### src/rtl/coh_pkg.sv
package coh_pkg;
  typedef enum logic [1:0] {
    OP_INV  = 2'd0,
    OP_WB   = 2'd1,
    OP_RDLD = 2'd2,
    OP_RDST = 2'd3
  } coh_op_e;

  typedef enum logic [1:0] {
    SN_NONE  = 2'd0,
    SN_INV   = 2'd1,
    SN_SHARE = 2'd2,
    SN_FLUSH = 2'd3
  } snp_cmd_e;

  typedef enum logic [2:0] {
    ST_IDLE  = 3'd0,
    ST_ISSUE = 3'd1,
    ST_WAIT  = 3'd2,
    ST_MEM   = 3'd3,
    ST_REPLY = 3'd4
  } ctl_state_e;
endpackage

### src/rtl/coh_dir_array.sv
module coh_dir_array #(
  parameter int NCORE = 4,
  parameter int NLINE = 8,
  localparam int LW = $clog2(NLINE)
) (
  input  logic             clk,
  input  logic             rst_n,
  input  logic [LW-1:0]    rd_line,
  output logic [NCORE-1:0] rd_v,
  output logic [NCORE-1:0] rd_d,
  output logic [NCORE-1:0] rd_s,
  input  logic [LW-1:0]    pr_line,
  output logic [NCORE-1:0] pr_v,
  output logic [NCORE-1:0] pr_d,
  output logic [NCORE-1:0] pr_s,
  input  logic             we,
  input  logic [LW-1:0]    wr_line,
  input  logic [NCORE-1:0] wr_v,
  input  logic [NCORE-1:0] wr_d,
  input  logic [NCORE-1:0] wr_s
);
  logic [NCORE-1:0] v_q [NLINE];
  logic [NCORE-1:0] d_q [NLINE];
  logic [NCORE-1:0] s_q [NLINE];

  for (genvar l = 0; l < NLINE; l++) begin : g_line
    logic line_en;
    assign line_en = we && (wr_line == LW'(l));
    always_ff @(posedge clk or negedge rst_n) begin
      if (!rst_n) begin
        v_q[l] <= '0;
        d_q[l] <= '0;
        s_q[l] <= '0;
      end else if (line_en) begin
        v_q[l] <= wr_v;
        d_q[l] <= wr_d;
        s_q[l] <= wr_s;
      end
    end
  end

  assign rd_v = v_q[rd_line];
  assign rd_d = d_q[rd_line];
  assign rd_s = s_q[rd_line];
  assign pr_v = v_q[pr_line];
  assign pr_d = d_q[pr_line];
  assign pr_s = s_q[pr_line];
endmodule

### src/rtl/coh_next_state.sv
module coh_next_state
  import coh_pkg::*;
#(
  parameter int NCORE = 4,
  localparam int CW = $clog2(NCORE)
) (
  input  logic [NCORE-1:0]   cur_v,
  input  logic [NCORE-1:0]   cur_d,
  input  logic [NCORE-1:0]   cur_s,
  input  logic [CW-1:0]      req_core,
  input  coh_op_e            op,
  output logic [NCORE-1:0]   nxt_v,
  output logic [NCORE-1:0]   nxt_d,
  output logic [NCORE-1:0]   nxt_s,
  output logic [2*NCORE-1:0] cmd,
  output logic [NCORE-1:0]   mask,
  output logic               need_mem
);
  logic [NCORE-1:0] owner;
  logic [NCORE-1:0] home;
  logic             found;

  // Home core: lowest-numbered non-requester holding E, M or O.
  always_comb begin
    found = 1'b0;
    home  = '0;
    owner = '0;
    for (int i = 0; i < NCORE; i++) begin
      owner[i] = (req_core != CW'(i)) && cur_v[i] && (cur_d[i] || !cur_s[i]);
      if (owner[i] && !found) begin
        home[i] = 1'b1;
        found   = 1'b1;
      end
    end
  end

  assign need_mem = ((op == OP_RDLD) || (op == OP_RDST)) && !found;

  for (genvar i = 0; i < NCORE; i++) begin : g_core
    logic       is_req;
    logic [2:0] nst;
    snp_cmd_e   c;
    assign is_req = (req_core == CW'(i));

    always_comb begin
      nst = {cur_v[i], cur_d[i], cur_s[i]};
      c   = SN_NONE;
      if (is_req) begin
        unique case (op)
          OP_INV, OP_RDST: nst = 3'b110;
          OP_WB:           nst = 3'b000;
          default:         nst = 3'b101;
        endcase
      end else if (cur_v[i]) begin
        unique case (op)
          OP_INV, OP_WB: begin
            c   = SN_INV;
            nst = 3'b000;
          end
          OP_RDLD: begin
            if (home[i]) begin
              c   = SN_SHARE;
              nst = 3'b111;
            end
          end
          default: begin
            c   = home[i] ? SN_FLUSH : SN_INV;
            nst = 3'b000;
          end
        endcase
      end
    end

    assign nxt_v[i]       = nst[2];
    assign nxt_d[i]       = nst[1];
    assign nxt_s[i]       = nst[0];
    assign cmd[2*i +: 2]  = c;
    assign mask[i]        = (c != SN_NONE);
  end
endmodule

### src/rtl/coh_ack_tracker.sv
module coh_ack_tracker #(
  parameter int NCORE = 4
) (
  input  logic             clk,
  input  logic             rst_n,
  input  logic             load,
  input  logic [NCORE-1:0] load_mask,
  input  logic             collect,
  input  logic [NCORE-1:0] ack,
  output logic             all_acked
);
  logic [NCORE-1:0] mask_q, mask_d;
  logic [NCORE-1:0] ack_q, ack_d;
  logic             en;

  always_comb begin
    mask_d = mask_q;
    ack_d  = ack_q;
    if (load) begin
      mask_d = load_mask;
      ack_d  = '0;
    end else if (collect) begin
      ack_d = ack_q | (ack & mask_q);
    end
  end

  assign en = load || collect;

  always_ff @(posedge clk or negedge rst_n) begin
    if (!rst_n) begin
      mask_q <= '0;
      ack_q  <= '0;
    end else if (en) begin
      mask_q <= mask_d;
      ack_q  <= ack_d;
    end
  end

  assign all_acked = (ack_q == mask_q);
endmodule

### src/rtl/coh_dir_ctrl.sv
module coh_dir_ctrl
  import coh_pkg::*;
#(
  parameter int NCORE = 4,
  parameter int NLINE = 8,
  localparam int CW = $clog2(NCORE),
  localparam int LW = $clog2(NLINE)
) (
  input  logic               clk,
  input  logic               rst_n,
  input  logic               req_valid,
  output logic               req_ready,
  input  logic [CW-1:0]      req_core,
  input  logic [1:0]         req_op,
  input  logic [LW-1:0]      req_line,
  output logic               snp_valid,
  output logic [2*NCORE-1:0] snp_cmd,
  input  logic [NCORE-1:0]   snp_ack,
  output logic               mem_req,
  output logic [LW-1:0]      mem_line,
  input  logic               mem_ack,
  output logic               rsp_valid,
  output logic [CW-1:0]      rsp_core,
  output logic               rsp_mem,
  input  logic [LW-1:0]      look_line,
  output logic [NCORE-1:0]   look_v,
  output logic [NCORE-1:0]   look_d,
  output logic [NCORE-1:0]   look_s
);
  // Reset: asserted asynchronously, released on the clock.
  logic [1:0] rsync_q;
  logic       rst_int_n;
  always_ff @(posedge clk or negedge rst_n) begin
    if (!rst_n) rsync_q <= 2'b00;
    else        rsync_q <= {rsync_q[0], 1'b1};
  end
  assign rst_int_n = rsync_q[1];

  ctl_state_e st_q, st_d;
  logic       accept;

  logic [NCORE-1:0]   cur_v, cur_d, cur_s;
  logic [NCORE-1:0]   nv_c, nd_c, ns_c, mask_c;
  logic [2*NCORE-1:0] cmd_c;
  logic               mem_c;

  logic [CW-1:0]      core_q;
  logic [LW-1:0]      line_q;
  logic [NCORE-1:0]   nv_q, nd_q, ns_q;
  logic [2*NCORE-1:0] cmd_q;
  logic               mem_q;
  logic               all_acked;

  assign accept = (st_q == ST_IDLE) && req_valid;

  coh_dir_array #(.NCORE(NCORE), .NLINE(NLINE)) i_array (
    .clk     (clk),
    .rst_n   (rst_int_n),
    .rd_line (req_line),
    .rd_v    (cur_v),
    .rd_d    (cur_d),
    .rd_s    (cur_s),
    .pr_line (look_line),
    .pr_v    (look_v),
    .pr_d    (look_d),
    .pr_s    (look_s),
    .we      (st_q == ST_REPLY),
    .wr_line (line_q),
    .wr_v    (nv_q),
    .wr_d    (nd_q),
    .wr_s    (ns_q)
  );

  coh_next_state #(.NCORE(NCORE)) i_next (
    .cur_v    (cur_v),
    .cur_d    (cur_d),
    .cur_s    (cur_s),
    .req_core (req_core),
    .op       (coh_op_e'(req_op)),
    .nxt_v    (nv_c),
    .nxt_d    (nd_c),
    .nxt_s    (ns_c),
    .cmd      (cmd_c),
    .mask     (mask_c),
    .need_mem (mem_c)
  );

  coh_ack_tracker #(.NCORE(NCORE)) i_acks (
    .clk       (clk),
    .rst_n     (rst_int_n),
    .load      (accept),
    .load_mask (mask_c),
    .collect   ((st_q == ST_ISSUE) || (st_q == ST_WAIT)),
    .ack       (snp_ack),
    .all_acked (all_acked)
  );

  always_comb begin
    st_d = st_q;
    unique case (st_q)
      ST_IDLE:  if (req_valid) st_d = ST_ISSUE;
      ST_ISSUE: st_d = ST_WAIT;
      ST_WAIT:  if (all_acked) st_d = mem_q ? ST_MEM : ST_REPLY;
      ST_MEM:   if (mem_ack) st_d = ST_REPLY;
      ST_REPLY: st_d = ST_IDLE;
      default:  st_d = ST_IDLE;
    endcase
  end

  always_ff @(posedge clk or negedge rst_int_n) begin
    if (!rst_int_n) st_q <= ST_IDLE;
    else            st_q <= st_d;
  end

  always_ff @(posedge clk or negedge rst_int_n) begin
    if (!rst_int_n) begin
      core_q <= '0;
      line_q <= '0;
      nv_q   <= '0;
      nd_q   <= '0;
      ns_q   <= '0;
      cmd_q  <= '0;
      mem_q  <= 1'b0;
    end else if (accept) begin
      core_q <= req_core;
      line_q <= req_line;
      nv_q   <= nv_c;
      nd_q   <= nd_c;
      ns_q   <= ns_c;
      cmd_q  <= cmd_c;
      mem_q  <= mem_c;
    end
  end

  assign req_ready = (st_q == ST_IDLE);
  assign snp_valid = (st_q == ST_ISSUE) && (|cmd_q);
  assign snp_cmd   = (st_q == ST_ISSUE) ? cmd_q : '0;
  assign mem_req   = (st_q == ST_MEM);
  assign mem_line  = line_q;
  assign rsp_valid = (st_q == ST_REPLY);
  assign rsp_core  = core_q;
  assign rsp_mem   = mem_q;
endmodule

### config.mk
export PLATFORM = sky130hd
export DESIGN_NAME = coh_dir_ctrl
export DESIGN_NICKNAME = d
export VERILOG_FILES = /design/src/rtl/coh_pkg.sv /design/src/rtl/coh_dir_array.sv /design/src/rtl/coh_next_state.sv /design/src/rtl/coh_ack_tracker.sv /design/src/rtl/coh_dir_ctrl.sv
export SDC_FILE = /design/constraint.sdc
export NUM_CORES = 1
export LEC_CHECK = 0
export ABC_AREA = 1
export BUFFER_PORTS_ARGS = -buffer_cell sky130_fd_sc_hd__buf_4
export CORE_AREA = 2 2 113 115
export CTS_BUF_LIST = sky130_fd_sc_hd__clkbuf_16
export DETAILED_ROUTE_END_ITERATION = 10
export DIE_AREA = 0 0 115 117
export PLACE_DENSITY = 0.79
export SYNTH_ARGS = -nofsm -noshare
export SYNTH_HDL_FRONTEND = slang
export SYNTH_SLANG_ARGS = --single-unit
### constraint.sdc
create_clock -name clk -period 5.7 [get_ports clk]
set_input_delay 0.855 -clock clk [delete_from_list [all_inputs] [get_ports clk]]
set_output_delay 0.855 -clock clk [all_outputs]
set_load 0.03 [all_outputs]
# After elaboration in Yosys (flattened, before gate mapping)
# Index checks and enable logic that the tools add are counted.
# totals
register_bits	135
in_bits	18
output_inout_bits	30
word_cells	188
# op_classes
n_lt_le_gt_ge	2
eq_ne	24
n_mux	70
bitwise	4
reduce_logical	53
# ops
operator	n
$bmux W4 S3	6
$mux W4	14
$mux W3	16
$mux W2	20
$logic_and A1 B1 Y1	22
$pmux W2 S2	4
$eq A3 B3 Y1 const B	5
$eq A3 B2 Y1 const B	4
$pmux W3 S4	1
$reduce_bool A2 Y1	6
$eq A2 B2 Y1 const B	4
$ge A4 B4 Y1 const B	2
$logic_not A1 Y1	8
$mux W8	1
$ne A2 B2 Y1 const B	4
$not A3 Y4	2
$reduce_or A8 Y1	1
$logic_or A1 B1 Y1	7
$mux W1	7
$eq A3 B1 Y1 const B	2
$logic_not A3 Y1	2
$pmux W3 S2	1
$and A4 B4 Y4	1
$eq A2 B1 Y1 const B	2
7 further kinds	11

# Longest topological paths before layout
# Gate-level depths: netlist of run 1.
# depth
ltp_word	22
depth_mapped	15
depth_no_buf	14

# By module
# From an unflattened synthesis of run 1, not the netlist that was laid out.
# unflattened
cells_unflattened	1176
area_unflattened_um2	7900.1
# by_module_without_submodules
mod	n_inst	cells_per_inst	area_each_um2	seq_area_each_um2
coh_dir_array	1	877	5636.7	2402.3
coh_dir_ctrl	1	156	1391.3	775.7
coh_next_state	1	98	485.5	0.0
coh_ack_tracker	1	45	386.6	200.2

# Worst setup path after synthesis of run 1
# No wires, ideal clock.
# synth_timing
kind	in2out
start	input look_line[0]
end	output look_d[1]
t_arrival_ps	2263
required_time_ps	4845
slack_ps	2582
path_stages	6
n_path_buf	2
cell_sequence	clkbuf_1 > clkinv_1 > clkbuf_1 > o21ai_0 > a221oi_1 > a31oi_1
# synth_via
elab_chain_cells	4
# synth_rtl
item	line	source
start, declared	coh_dir_ctrl.sv:25	input logic [LW-1:0] look_line,
$not A3 Y4 (not written as such)	coh_dir_array.sv:46	assign pr_d = d_q[pr_line];
$bmux W4 S3	coh_dir_array.sv:46	
$mux W4 (not written as such) (2 in series)	coh_dir_array.sv:46	
end, declared	coh_dir_ctrl.sv:27	output logic [NCORE-1:0] look_d,
# Every way passes these cells. The select of a mux whose other input is x is not followed.

# Final worst setup path of run 1
# layout_timing
start	input look_line[0]
end	output look_s[0]
# layout_via
elab_chain_cells	4
# layout_rtl
item	line	source
$not A3 Y4 (not written as such)	coh_dir_array.sv:47	assign pr_s = s_q[pr_line];
$bmux W4 S3	coh_dir_array.sv:47	
$mux W4 (not written as such) (2 in series)	coh_dir_array.sv:47	
end, declared	coh_dir_ctrl.sv:28	output logic [NCORE-1:0] look_s
# Every way passes these cells. The select of a mux whose other input is x is not followed.

==> impl_metrics.yaml, run 1 <==
pwr:
  leakage_dissipation_nw: 4.101
  power_density_nw_per_um2: 509.0
  vdd.ir_drop.worst_uv: 252.9
global_routing:
  global_route.usage.met2_pct: 49.45
  global_route.usage.met3_pct: 5.819
  globalRouteOverflowTotal: 0
  grt_usage_pct: 31.29
  maximum_number_of_pins_on_one_net_before_global_route_repair: 76
  grt.met1_usage_pct: 42.15
  grt_most_used_layer: "met2"
  grt_first_pass_wirelength_um: 32250
  first_global_vias: 6288
  antenna_found_initial: 0
sta:
  setup_repair_after_global_routing_missed_its_margin: "false"
  count_of_final_setup_violators: 0
  slew_viol_final: 0
  clk_skew_ps: 5.851
  period_share_pct: 73.90
  period_minus_slack_ps: 4212
  fmaxAchievable_mhz: 237.4
  worst_slew_margin_rel_pct: 23.90
  whs_ps: 203.4
  worst_slew_pin_slew_ps: 1138
  setup_total_negative_slack_ps: 0
  hold_viol_final: 0
worst_setup_path:
  critical-path-top-cell-by-count: "sky130_fd_sc_hd__buf_4"
  criticalPathCategory: "in -> out"
  timing.rr.end: "cmd_q[7]"
  r2r.worst_path.cells: 8
  max_stage_delay_ps: 1010
  worst-endpoint-required_ps: 4850
  worst-r2r-setup-slack_ps: 3340
  worst_ep_arrival_time_ps: 3360
  worst_setup_path_startpoint: "look_line[0]"
  path_buf_inv: 3
  worstPathMaxFanout: 53
  critical_path.startpoint_type: "primary input"
  slowest_stage_cell_crit_path: "sky130_fd_sc_hd__clkinv_1"
  timing.rr.start: "st_q[2]"
  crit_path_cell_trace: "buf_4 -> clkinv_1 -> a21oi_1 -> a221oi_1 -> a31oi_1 -> buf_4"
  critical_path.endpoint_type: "output port"
  critPathTopFamily: "buffers and inverters"
synthesis:
  netlist-cell-type-count: 33
  synthesis.instances: 1008
  synth_nets: 1030
  syn_area_um2: 7297
  ys_seq_elements: 135
  edff_count_synth: 0
  synthArstFlopShare_pct: 100.0
  ys_seq_area_share_pct: 46.30
  dominantRegCellSynth: "sky130_fd_sc_hd__dfrtp_1"
  yosysWarnings: 0
  synthesis.area_per_instance_um2: 7.239
clock_tree:
  cts_max_path_buffers: 2
  tritoncts: "yes"
  cts_inserted_buffers: 17
  later_pin_clock_latency_in_the_skew_report_ps: 420
  clock_tree.root_cell: "sky130_fd_sc_hd__clkbuf_16"
  tritoncts_num_sinks: 135
  clkTransAtPathRegs_ps: 50
  cts_post_setup_buffers_inserted: 0
  h-tree-depth: 4
  postCtsResizedCells: 0
  cts-hold-fix-buffers: 0
route:
  detail-route-antenna-nets: 0
  post_drt_wl_per_cell_um: 17.06
  routed-via-count: 6921
  detail_route.vias_per_cell: 5.836
  drc: 0
  drt_iter0_markers: 715
  detail_route.first_pass.iterations: 7
  postRouteWirelength_um: 20240
final_layout:
  count_of_inserted_antenna_diode_cells: 0
  nFillCells: 1060
  fin_nets: 1045
  final_cell_mix: "289 x sky130_fd_sc_hd__nand2_1, 153 x sky130_fd_sc_hd__o21ai_0, 138 x sky130_fd_sc_hd__inv_1"
  most_common_cell_after_layout_fill_and_taps_aside: "sky130_fd_sc_hd__nand2_1"
  multi_input_area_um2: 3143
  syn_to_final_growth_pct: 12.84
  area.sequential_um2: 3382
  share_of_post_route_cells_with_drive_strength_above_1_pct: 8.494
job:
  maxCapViolCount: 0
placement:
  dpl.hpwl_um: 12930
  finalWeightedCongestion: 0.9336
  placement.io_buffers: 47
floorplanning:
  rows: 41
  placeableCoreArea_um2: 12310
  die_height_um: 117
  initial_cell_density_of_the_core_pct: 59.27
  die-width_um: 115
  num_io_pins: 48
  die_area_um2: 13460
min_path:
  hold_class: "in -> async"
outcome:
  run_status: "finished clean"
## flip-flops by register name, summed over array words and instances (netlist names)
register and count:
rsp_mem 1, rsp_core 2, rsync_q 2, nv_q 4
st_q 3, i_array.s_q 32, cmd_q 8, i_acks.ack_q 4
nd_q 4, i_array.v_q 32, i_acks.mask_q 4, ns_q 4
mem_line 3, i_array.d_q 32
## where the power goes
part,switching [mW],internal (mW)
Sequential,0.273,1.36
Combinational,0.932,0.469
Clock,0.399,0.762
## per-layer routing
| layer | wire length, um | vias up |
|---|---|---|
| li1 | - | 3286 |
| met4 | 770 | 0 |
| met3 | 1522 | 63 |
| met1 | 8485 | 3246 |
| met2 | 9457 | 326 |
| met5 | 0 | - |
## kinds of logic after synthesis
logic type / after synthesis / share of synthesized area, %
other: 1 / 0.05139
AO/OA/AOI/OAI: 253 / 18.55
XOR/XNOR: 4 / 0.4802
flip-flops: 135 / 46.30
adder cells (fa/ha/maj): 4 / 0.6859
AND/OR/NAND/NOR: 418 / 23.30
buffers and inverters: 193 / 10.63
## Yosys cell counts (all sizes together) (2+ instances only)
cell,n,area share [%]
a221oi,11,1.3
buf,17,1.6
o211ai,2,0.21
a31oi,17,1.5
dfrtp,135,46
nor2,48,2.6
o22ai,2,0.17
nand3,68,4.7
xnor2,2,0.24
a22oi,5,0.51
or2,2,0.17
ha,4,0.69
nor4,2,0.17
inv,136,7.0
clkbuf,38,2.0
nand4,6,0.51
a21oi,52,3.6
clkinv,2,0.10
o21ai,162,11
nand2,291,15
xor2,2,0.24
## how the worst max path moves through the flow
| stage | to | depth (start not counted) |
|---|---|---|
| 3_3_place_gp | look_s[3] | 6 |
| 4_1_cts | look_s[3] | 6 |
| 5_1_grt | look_s[3] | 6 |
| 3_5_place_dp | look_s[3] | 6 |
| 2_1_floorplan | cmd_q[0] | 0 |
| 6_report | look_s[0] | 6 |
## stage by stage
| stage | std cells | area, um2 | utilization [%] | total power [mW] | worst slack [ps] |
|---|---|---|---|---|---|
| floorplan | 1008 | 7297 | - | 2.582 | 1660 |
| global placement | 1154 | 7614 | 61.84 | 2.957 | 1605 |
| detailed placement | 1154 | 7614 | 61.84 | 3.001 | 1545 |
| CTS | 1186 | 8234 | 66.88 | 4.179 | 1532 |
| global route | 1186 | 8234 | 66.88 | 4.474 | 1290 |
| finish | 1186 | 8234 | 66.88 | 4.191 | 1488 |
## final cells by class
cell class / instances / area share [%]
repair buffers: 51 / 4.650
clock buffers: 17 / 5.166
inverters: 138 / 6.291
flip-flops and latches: 135 / 41.07
clock inverters: 15 / 2.370
multi-input cells: 680 / 38.17
well taps: 150 / 2.279
Note: power is estimated with default switching activity, not from simulation.
==> run 2, diff against run 1 <==
Clock period 5.7 ns to 4.1 ns, I/O delays scaled along.
==> run 2 against run 1 <==
Global-route usage hardly changed. Power rose by 31%. Combinational power up 38%. Final area down 0.94%. Worst hold slack better by 160 ps.
==> impl_metrics.yaml, run 2 (synthesis gave the netlist of run 1 again) <==
pwr:
  combinationalPowerShare_pct: 35.2
  p_seq_share_pct: 41.0
  vdd.ir_drop.worst_uv: 311.0
  power.internal_mw: 3.289
  net-switching-power_mw: 2.204
  power_density_nw_per_um2: 673.5
  power_switching_share_pct: 40.13
  leakage_dissipation_nw: 4.059
  clockPowerShare_pct: 23.9
clock_tree:
  tritoncts_num_sinks: 135
  cts_inserted_buffers: 17
  postCtsResizedCells: 0
  h-tree-depth: 4
  tritoncts: "yes"
  clock_tree.root_cell: "sky130_fd_sc_hd__clkbuf_16"
  clkTransAtPathRegs_ps: 60
  cts_max_path_buffers: 2
  cts_post_setup_buffers_inserted: 0
  later_pin_clock_latency_in_the_skew_report_ps: 430
final_layout:
  largest_registers: "i_array.d_q x32, i_array.s_q x32, i_array.v_q x32"
  fin_nets: 1049
  final_cell_mix: "289 x sky130_fd_sc_hd__nand2_1, 153 x sky130_fd_sc_hd__o21ai_0, 136 x sky130_fd_sc_hd__inv_1"
  count_of_inserted_antenna_diode_cells: 0
  most_common_cell_after_layout_fill_and_taps_aside: "sky130_fd_sc_hd__nand2_1"
  fin_cells: 1189
  syn_to_final_growth_pct: 11.78
  nFillCells: 1066
  share_of_post_route_cells_with_drive_strength_above_1_pct: 8.855
  final_design_area_no_fill_um2: 8157
worst_setup_path:
  critical_path.startpoint_type: "primary input"
  worstPathMaxFanout: 21
  worst-r2r-setup-slack_ps: 1720
  timing.rr.end: "i_array.s_q[26]"
  timing.rr.start: "st_q[1]"
  critical_path.endpoint_type: "output port"
  worst-endpoint-required_ps: 3480
  criticalPathCategory: "in -> out"
  worst_ep_arrival_time_ps: 2510
  r2r.worst_path.cells: 5
route:
  detail_route.vias_per_cell: 5.757
  detail_route.first_pass.iterations: 7
  post_drt_wl_per_cell_um: 16.58
  routed-via-count: 6845
  detail-route-antenna-nets: 0
  drc: 0
  postRouteWirelength_um: 19720
  drt_iter0_markers: 605
global_routing:
  grt_first_pass_wirelength_um: 32190
  globalRouteOverflowTotal: 0
  antenna_found_initial: 0
  first_global_vias: 6249
  grt_usage_pct: 31.31
  maximum_number_of_pins_on_one_net_before_global_route_repair: 68
placement:
  detailedPlace.worstSlack_ps: 1066
  placement.io_buffers: 47
  placed_cell_area_um2: 7649
  dp_cells: 1157
  finalWeightedCongestion: 0.9552
  dpl.hpwl_um: 12600
sta:
  period_minus_slack_ps: 3129
  setup_total_negative_slack_ps: 0
  count_of_final_setup_violators: 0
  clk_skew_ps: 11.57
  fmaxAchievable_mhz: 319.6
  worst_slew_margin_rel_pct: 19.10
  finalWorstSetupSlack_ps: 971.4
  slew_viol_final: 0
  period_share_pct: 76.31
  hold_viol_final: 0
  setup_repair_after_global_routing_missed_its_margin: "false"
  worst_slew_pin_slew_ps: 1210
floorplanning:
  die_height_um: 117
  initial_cell_density_of_the_core_pct: 59.27
  placeableCoreArea_um2: 12310
  num_io_pins: 48
  die-width_um: 115
  rows: 41
  die_area_um2: 13460
min_path:
  holdCritStartpoint: "rsync_q[0]"
  min_path_cells: 0
  endpoint_of_the_worst_hold_path: "rsync_q[1]"
  hold_class: "reg -> reg"
job:
  maxCapViolCount: 0
outcome:
  run_status: "finished clean"
## run 2: how the worst max path moves through the flow
stage | from | slack [ps] | cells after the start | endpoint
after floorplan | rsync_q[1] | 60 | 0 | cmd_q[0]
after global placement | look_line[1] | 1110 | 7 | look_v[2]
after detailed placement | look_line[1] | 1070 | 7 | look_v[2]
after CTS | look_line[1] | 1020 | 7 | look_v[2]
after global routing | look_line[1] | 910 | 7 | look_v[2]
final | look_line[1] | 970 | 7 | look_v[2]
## run 2: through the flow
| step | util (%) | total power, mW | hold WS [ps] |
|---|---|---|---|
| 2_1_floorplan | - | 3.590 | 319.4 |
| 3_3_place_gp | 62.12 | 4.103 | 344.3 |
| 3_5_place_dp | 62.12 | 4.157 | 347.1 |
| 4_1_cts | 66.25 | 5.485 | 368.7 |
| 5_1_grt | 66.25 | 5.904 | 368.5 |
| 6_report | 66.25 | 5.493 | 360.0 |
## run 2: metal layers
metal	track usage [%]	vias to the layer above	wire [um]
met1	43.84	3216	8506
met3	5.767	38	1565
met5	0	-	0
met2	49.14	295	9236
li1	-	3296	-
met4	11.89	0	409
## run 2: timing repair
action | in CTS | in global routing
setup endpoints to repair | 0 | 0
hold buffers | 1 | 0
hold endpoints to repair | 2 | 0
## run 2: area by class of cell
| cell class | count | area (um2) | area share, % |
|---|---|---|---|
| well taps | 150 | 187.7 | 2.301 |
| flip-flops and latches | 135 | 3382 | 41.46 |
| clock inverters | 14 | 72.57 | 0.8897 |
| inverters | 138 | 518.0 | 6.351 |
| repair buffers | 55 | 427.9 | 5.246 |
| clock buffers | 17 | 425.4 | 5.216 |
| multi-input cells | 680 | 3143 | 38.53 |
## run 2: power by group through the flow
stage / Combinational [mW] / Sequential, mW / Clock [mW]
3_3_place_gp: 1.86 / 2.25 / 0
5_1_grt: 2.21 / 2.32 / 1.38
3_5_place_dp: 1.91 / 2.25 / 0
4_1_cts: 1.92 / 2.24 / 1.32
2_1_floorplan: 1.36 / 2.23 / 0
6_report: 1.93 / 2.25 / 1.31
## run 2: critical path, stage by stage
cell and delay, ps:
sky130_fd_sc_hd__buf_4 230, sky130_fd_sc_hd__clkinv_1 440, sky130_fd_sc_hd__buf_4 380, sky130_fd_sc_hd__a21oi_1 140, sky130_fd_sc_hd__a221oi_1 90, sky130_fd_sc_hd__a31oi_1 370, sky130_fd_sc_hd__buf_4 240
